## src/rtl/pexp_pkg.sv

```systemverilog
package pexp_pkg;

   typedef enum logic [1:0] {
      SEQ_LOAD,
      SEQ_SHIFT,
      SEQ_HOLD_HI,
      SEQ_HOLD_LO
   } seq_state_e;

   // clocks from one latch-clock rise to the next
   function automatic int update_cycles(input int n_out, input int half, input int settle);
      return 2 + 2 * n_out * half + 2 * settle;
   endfunction

endpackage

```

## src/rtl/pexp_tick.sv

```systemverilog
module pexp_tick #(
   parameter int HALF = 1
) (
   input  logic clk_i,
   input  logic rst_ni,
   input  logic restart_i,
   output logic tick_o
);

   generate
      if (HALF == 1) begin : g_every
         logic unused_tick;
         assign unused_tick = ^{clk_i, rst_ni, restart_i};
         assign tick_o = 1'b1;
      end else begin : g_count
         localparam int CW = $clog2(HALF + 1);
         localparam logic [CW-1:0] LAST = CW'(HALF - 1);
         logic [CW-1:0] cnt_q;

         assign tick_o = (cnt_q == LAST);

         always_ff @(posedge clk_i or negedge rst_ni) begin
            if (!rst_ni) begin
               cnt_q <= '0;
            end else if (restart_i || tick_o) begin
               cnt_q <= '0;
            end else begin
               cnt_q <= cnt_q + 1'b1;
            end
         end
      end
   endgenerate

endmodule

```

## src/rtl/pexp_serializer.sv

```systemverilog
module pexp_serializer #(
   parameter int N_BITS = 12,
   parameter int HALF   = 1
) (
   input  logic              clk_i,
   input  logic              rst_ni,
   input  logic              load_i,
   input  logic [N_BITS-1:0] word_i,
   output logic              ser_o,
   output logic              sclk_o,
   output logic              fin_o
);

   localparam int IW = $clog2(N_BITS + 1);
   localparam logic [IW-1:0] LAST_BIT = IW'(N_BITS - 1);

   logic [N_BITS-1:0] sreg_q;
   logic [IW-1:0]     idx_q;
   logic              busy_q;
   logic              sclk_q;
   logic              fin_q;
   logic              tick;

   pexp_tick #(.HALF(HALF)) i_tick (
      .clk_i     (clk_i),
      .rst_ni    (rst_ni),
      .restart_i (load_i),
      .tick_o    (tick)
   );

   assign ser_o  = sreg_q[N_BITS-1];
   assign sclk_o = sclk_q;
   assign fin_o  = fin_q;

   always_ff @(posedge clk_i or negedge rst_ni) begin
      if (!rst_ni) begin
         sreg_q <= '0;
         idx_q  <= '0;
         busy_q <= 1'b0;
         sclk_q <= 1'b0;
         fin_q  <= 1'b0;
      end else begin
         fin_q <= 1'b0;
         if (load_i) begin
            sreg_q <= word_i;
            idx_q  <= '0;
            busy_q <= 1'b1;
            sclk_q <= 1'b0;
         end else if (busy_q && tick) begin
            if (!sclk_q) begin
               sclk_q <= 1'b1;
            end else begin
               sclk_q <= 1'b0;
               sreg_q <= sreg_q << 1;
               if (idx_q == LAST_BIT) begin
                  busy_q <= 1'b0;
                  fin_q  <= 1'b1;
               end else begin
                  idx_q <= idx_q + 1'b1;
               end
            end
         end
      end
   end

   AST_SER_STABLE_AT_RISE: assert property (@(posedge clk_i) disable iff (!rst_ni)
      $rose(sclk_q) |-> $stable(ser_o));

   AST_FIN_WITH_CLK_LOW: assert property (@(posedge clk_i) disable iff (!rst_ni)
      fin_q |-> !sclk_q && !busy_q);

endmodule

```

## src/rtl/pexp_readback.sv

```systemverilog
module pexp_readback #(
   parameter int N_LINES = 5,
   parameter int SETTLE  = 2
) (
   input  logic                 clk_i,
   input  logic                 rst_ni,
   input  logic                 window_i,
   input  logic                 sel_i,
   input  logic [N_LINES-1:0]   rd_i,
   output logic                 settled_o,
   output logic [2*N_LINES-1:0] pins_o,
   output logic                 done_o
);

   localparam int SW = $clog2(SETTLE + 1);
   localparam logic [SW-1:0] LAST_WAIT = SW'(SETTLE - 1);

   logic [SW-1:0]          wait_q;
   logic [N_LINES-1:0]     hi_q;
   logic [2*N_LINES-1:0]   pins_q;
   logic                   done_q;

   assign settled_o = window_i && (wait_q == LAST_WAIT);
   assign pins_o    = pins_q;
   assign done_o    = done_q;

   always_ff @(posedge clk_i or negedge rst_ni) begin
      if (!rst_ni) begin
         wait_q <= '0;
         hi_q   <= '0;
         pins_q <= '0;
         done_q <= 1'b0;
      end else begin
         done_q <= 1'b0;
         if (!window_i || settled_o) begin
            wait_q <= '0;
         end else begin
            wait_q <= wait_q + 1'b1;
         end
         if (settled_o) begin
            if (sel_i) begin
               hi_q <= rd_i;
            end else begin
               pins_q <= {hi_q, rd_i};
               done_q <= 1'b1;
            end
         end
      end
   end

   AST_SAMPLE_AFTER_HOLD: assert property (@(posedge clk_i) disable iff (!rst_ni)
      settled_o |-> $stable(sel_i));

   AST_DONE_SINGLE: assert property (@(posedge clk_i) disable iff (!rst_ni)
      done_q |=> !done_q);

   AST_PINS_ONLY_ON_DONE: assert property (@(posedge clk_i) disable iff (!rst_ni)
      !done_q |-> $stable(pins_q));

endmodule

```

## src/rtl/pexp_ctrl.sv

```systemverilog
module pexp_ctrl #(
   parameter int N_OUT         = 12,
   parameter int N_LINES       = 5,
   parameter int HALF          = 1,
   parameter int SETTLE        = 2,
   parameter int CLK_PERIOD_NS = 10
) (
   input  logic                 clk_i,
   input  logic                 rst_ni,
   input  logic [N_OUT-1:0]     out_word_i,
   output logic [2*N_LINES-1:0] in_pins_o,
   output logic                 done_o,
   output logic                 exp_ser_o,
   output logic                 exp_sclk_o,
   output logic                 exp_lclk_o,
   output logic                 exp_oe_o,
   input  logic [N_LINES-1:0]   exp_rd_i
);
   import pexp_pkg::*;

   localparam int UPDATE_CYCLES = update_cycles(N_OUT, HALF, SETTLE);
   localparam int UPDATE_NS     = UPDATE_CYCLES * CLK_PERIOD_NS;

   generate
      if (N_OUT < 1 || N_OUT > 32) begin : g_bad_width
         $error("N_OUT must be within 1..32");
      end
      if (N_LINES < 1) begin : g_bad_lines
         $error("N_LINES must be at least 1");
      end
      if (HALF < 1) begin : g_bad_half
         $error("HALF must be at least 1");
      end
      if (SETTLE < 2) begin : g_bad_settle
         $error("SETTLE must be at least 2");
      end
      if (UPDATE_NS >= 1000) begin : g_too_slow
         $error("one update must take less than 1000 ns");
      end
   endgenerate

   seq_state_e        state_q;
   logic              first_q;
   logic              oe_q;
   logic              lclk_q;
   logic              load;
   logic              window;
   logic              fin;
   logic              settled;
   logic [N_OUT-1:0]  word_sel;

   assign load     = (state_q == SEQ_LOAD);
   assign window   = (state_q == SEQ_HOLD_HI) || (state_q == SEQ_HOLD_LO);
   assign word_sel = first_q ? {N_OUT{1'b1}} : out_word_i;

   pexp_serializer #(.N_BITS(N_OUT), .HALF(HALF)) i_ser (
      .clk_i  (clk_i),
      .rst_ni (rst_ni),
      .load_i (load),
      .word_i (word_sel),
      .ser_o  (exp_ser_o),
      .sclk_o (exp_sclk_o),
      .fin_o  (fin)
   );

   pexp_readback #(.N_LINES(N_LINES), .SETTLE(SETTLE)) i_rb (
      .clk_i     (clk_i),
      .rst_ni    (rst_ni),
      .window_i  (window),
      .sel_i     (lclk_q),
      .rd_i      (exp_rd_i),
      .settled_o (settled),
      .pins_o    (in_pins_o),
      .done_o    (done_o)
   );

   always_ff @(posedge clk_i or negedge rst_ni) begin
      if (!rst_ni) begin
         state_q <= SEQ_LOAD;
         first_q <= 1'b1;
         oe_q    <= 1'b0;
         lclk_q  <= 1'b0;
      end else begin
         unique case (state_q)
            SEQ_LOAD: state_q <= SEQ_SHIFT;
            SEQ_SHIFT: begin
               if (fin) begin
                  state_q <= SEQ_HOLD_HI;
                  lclk_q  <= 1'b1;
               end
            end
            SEQ_HOLD_HI: begin
               if (settled) begin
                  state_q <= SEQ_HOLD_LO;
                  lclk_q  <= 1'b0;
                  first_q <= 1'b0;
                  oe_q    <= 1'b1;
               end
            end
            SEQ_HOLD_LO: begin
               if (settled) begin
                  state_q <= SEQ_LOAD;
               end
            end
            default: state_q <= SEQ_LOAD;
         endcase
      end
   end

   assign exp_lclk_o = lclk_q;
   assign exp_oe_o   = oe_q;

   AST_OE_AFTER_FIRST_LATCH: assert property (@(posedge clk_i) disable iff (!rst_ni)
      $rose(oe_q) |-> $fell(lclk_q));

   AST_OE_STAYS_ON: assert property (@(posedge clk_i) disable iff (!rst_ni)
      oe_q |=> oe_q);

   AST_NO_SHIFT_WHILE_LATCHED: assert property (@(posedge clk_i) disable iff (!rst_ni)
      lclk_q |-> !exp_sclk_o);

   AST_DONE_IN_LOAD: assert property (@(posedge clk_i) disable iff (!rst_ni)
      done_o |-> (state_q == SEQ_LOAD) && !lclk_q);

endmodule

```

## config.mk

```make
export PLATFORM = sky130hd
export DESIGN_NAME = pexp_ctrl
export DESIGN_NICKNAME = d
export VERILOG_FILES = /design/src/rtl/pexp_pkg.sv /design/src/rtl/pexp_tick.sv /design/src/rtl/pexp_serializer.sv /design/src/rtl/pexp_readback.sv /design/src/rtl/pexp_ctrl.sv
export SDC_FILE = /design/constraint.sdc
export NUM_CORES = 1
export LEC_CHECK = 0
export BUFFER_PORTS_ARGS = -buffer_cell sky130_fd_sc_hd__buf_2
export CAP_MARGIN = 10
export CORE_MARGIN = 10
export CORE_UTILIZATION = 50
export CTS_CLUSTER_DIAMETER = 80
export CTS_CLUSTER_SIZE = 12
export DETAILED_ROUTE_END_ITERATION = 8
export HOLD_SLACK_MARGIN = 0.06
export PLACE_DENSITY = 0.84
export SYNTH_ARGS = -nofsm -noshare
export SYNTH_HDL_FRONTEND = slang
export SYNTH_SLANG_ARGS = --single-unit
```

## constraint.sdc

```tcl
create_clock -name clk_i -period 1.85 [get_ports clk_i]
set_input_delay 0.4625 -clock clk_i [delete_from_list [all_inputs] [get_ports clk_i]]
set_output_delay 0.4625 -clock clk_i [all_outputs]
set_load 0.01 [all_outputs]
```

==> qor.yml <==
cts_tree: "done"
ios: 34
grt_pass1_vias: 1325
synth_nets: 166
hold_viol: 0
cts_hold_buf: 0
vias: 1172
cts_sinks: 42
htree_levels: 2
grt_antenna_before_repair: 0
dp_cells: 218
instances_no_fill: 226
drv_cap: 0
power_mw: 1.63
grt.total_usage_pct: 11.8
wl_um: 3610
areaGrowthSynthToFinish_pct: 17.1
cp_max_fo: 5
post-place-ws_ns: 0.134
ys_ff_latch: 42
dpl-instance-area_mm2: 0.00208
drc: 0
fp.dieW_um: 80.9
worstMarginPinSlew_ns: 0.511
setup_viol: 0
drt_iter0_markers: 84
dieArea_mm2: 0.00654
die_h_um: 80.9
drtPass1Iterations: 4
path_clk_slew_ns: 0.08
dp_hpwl_um: 2730
multi_input_comb_area_um2: 749
drive_above_1_share_pct: 41.6
power.leakage_nw: 1.05
yosysWarnings: 0
root_buffer: "clkbuf_8"
r2r-end: "i_rb.hi_q[1]"
synth_area_leaders: "dfrtp_1, mux2_2, ha_1"
clock_path_buffers: 2
reg2reg_slack_ns: 0.17
clock_latency_ns: 0.29
rsz0062_at_grt: "false"
syn_area_mm2: 0.00185
overflow: 0
hold_path_class: "input port to async pin"
reg2reg_depth: 5
setup_ws_ns: 0.169
whs_ns: 0.139
ys_seq_area_share_pct: 56.7
crit_path_end_kind: "flop"
via_per_inst: 5.19
post_drt_wl_per_cell_um: 16.0
async_flop_share_pct: 100
grt_pass1_wl_um: 6130
netlist.area_leader.share_pct: 55.3
finalCritPeriodShare_pct: 90.9
port_buffers: 33
synth-edff-count: 0
status: "completed"
fin_area_mm2: 0.00217
grt_max_degree: 23
finalCriticalPeriod_ns: 1.68
ir_worst_vdd_uv: 567
start_kind: "flop"
slew_viol_final: 0
synth.distinct_cells: 32
start_util_pct: 51.0
max_freq_ghz: 0.595
rows: 22
synth_ff_type: "dfrtp_1"
syn_inst: 140
fin_skew_ns: 0.00305
synth_area_leader_cell: "dfrtp_1"
nets: 203
crit_type: "flop to flop"
regArea_mm2: 0.00105
fill_cells: 320
numCtsBuffers: 5
postRouteAntennaNets: 0
cts_post_setup_buffers_inserted: 0
ctsResizeCount: 0
syn_area_per_cell_um2: 13.2
place.gp.congestion: 0.766
core_area_mm2: 0.00363
cp.required_ns: 2.02
rr_startpoint: "state_q[0]"
fin_tns_setup_ns: 0
post-route-util_pct: 59.8
power.density_mw_per_mm2: 750
max_slew_margin_pct: 65.9
antenna_cells: 0
arrival_ns: 1.85
-- synth_stat cells, types with 2 or more instances --
| cell type | number |
|---|---|
| a21oi_1 | 3 |
| buf_2 | 2 |
| clkbuf_1 | 2 |
| dfrtp_1 | 41 |
| ha_1 | 7 |
| inv_1 | 5 |
| mux2_2 | 23 |
| mux2_4 | 3 |
| mux2i_1 | 4 |
| nand2_1 | 2 |
| nand2b_1 | 5 |
| nand3_1 | 2 |
| nor2_1 | 11 |
| o21ai_0 | 2 |
| o21bai_1 | 2 |
| o22a_1 | 10 |
-- cells in the final DEF, fill, tap and decap left out, types with 3 or more instances in the layout --
master    instances
nand2b_1          4
clkbuf_8          6
mux2i_1           4
inv_1             5
a21oi_1           3
o22a_1           10
nor2_1           11
dfrtp_1          41
ha_1              7
mux2_2           23
buf_2            33
mux2_4            3
-- cell type report --
type,instances,share of cell area [%]
sequential,42,48.4
multi-input combinational,87,34.5
timing repair buffer,36,9.22
clock buffer,7,3.97
tap,48,2.76
inverter,5,0.864
clock inverter,1,0.230
-- critical path, stage by stage (launching register included) --
cell	delay [ns]
dfrtp_1	0.42
inv_1	0.14
ha_1	0.26
o21ai_1	0.09
or2_2	0.35
mux2_2	0.30
-- layer usage --
metal  track usage [%]  wire, µm
met5                 0         0
met4              4.67        45
met3              5.08       288
met1              13.8      1560
met2              18.9      1710
-- cell families (layout without fill, tap and decap cells) --
logic type      count (synthesis)  after routing  synth area share [%]
xor+xnor                        1              1                 0.472
flops                          42             42                  56.7
mux                            30             30                  18.6
simple gates                   28             28                  8.10
fa+ha+maj                       7              7                  4.72
buf+inv                        11             49                  2.97
compound gates                 21             21                  8.43
-- power by group --
group | internal, mW | switching [mW] | leakage (nW) | total [mW]
combinational | 0.0423 | 0.0420 | 0.487 | 0.0843
sequential | 0.937 | 0.00998 | 0.516 | 0.947
clock | 0.301 | 0.296 | 0.0482 | 0.597
-- registers in the layout, summed over array words and instances, names as in the netlist --
signal	count
state_q	2
i_ser.fin_o	1
i_rb.hi_q	5
exp_lclk_o	1
i_rb.pins_o	10
i_ser.sclk_o	1
i_rb.wait_q	2
exp_oe_o	1
i_ser.idx_q	4
i_ser.sreg_q	12
i_rb.done_o	1
first_q	1
i_ser.busy_q	1
-- worst max path at each step --
stage | cells past startpoint | endpoint | startpoint | slack (ns)
2_1_floorplan | 6 | i_rb.pins_o[1] | state_q[0] | 0.28
3_3_place_gp | 5 | i_rb.hi_q[3] | state_q[0] | 0.27
3_5_place_dp | 4 | i_ser.sreg_q[6] | state_q[0] | 0.13
4_1_cts | 4 | i_ser.sreg_q[6] | state_q[0] | 0.13
5_1_grt | 6 | i_rb.pins_o[5] | state_q[0] | 0.03
6_report | 5 | i_rb.hi_q[1] | state_q[0] | 0.17
Note: power is estimated with default switching activity, not from simulation.
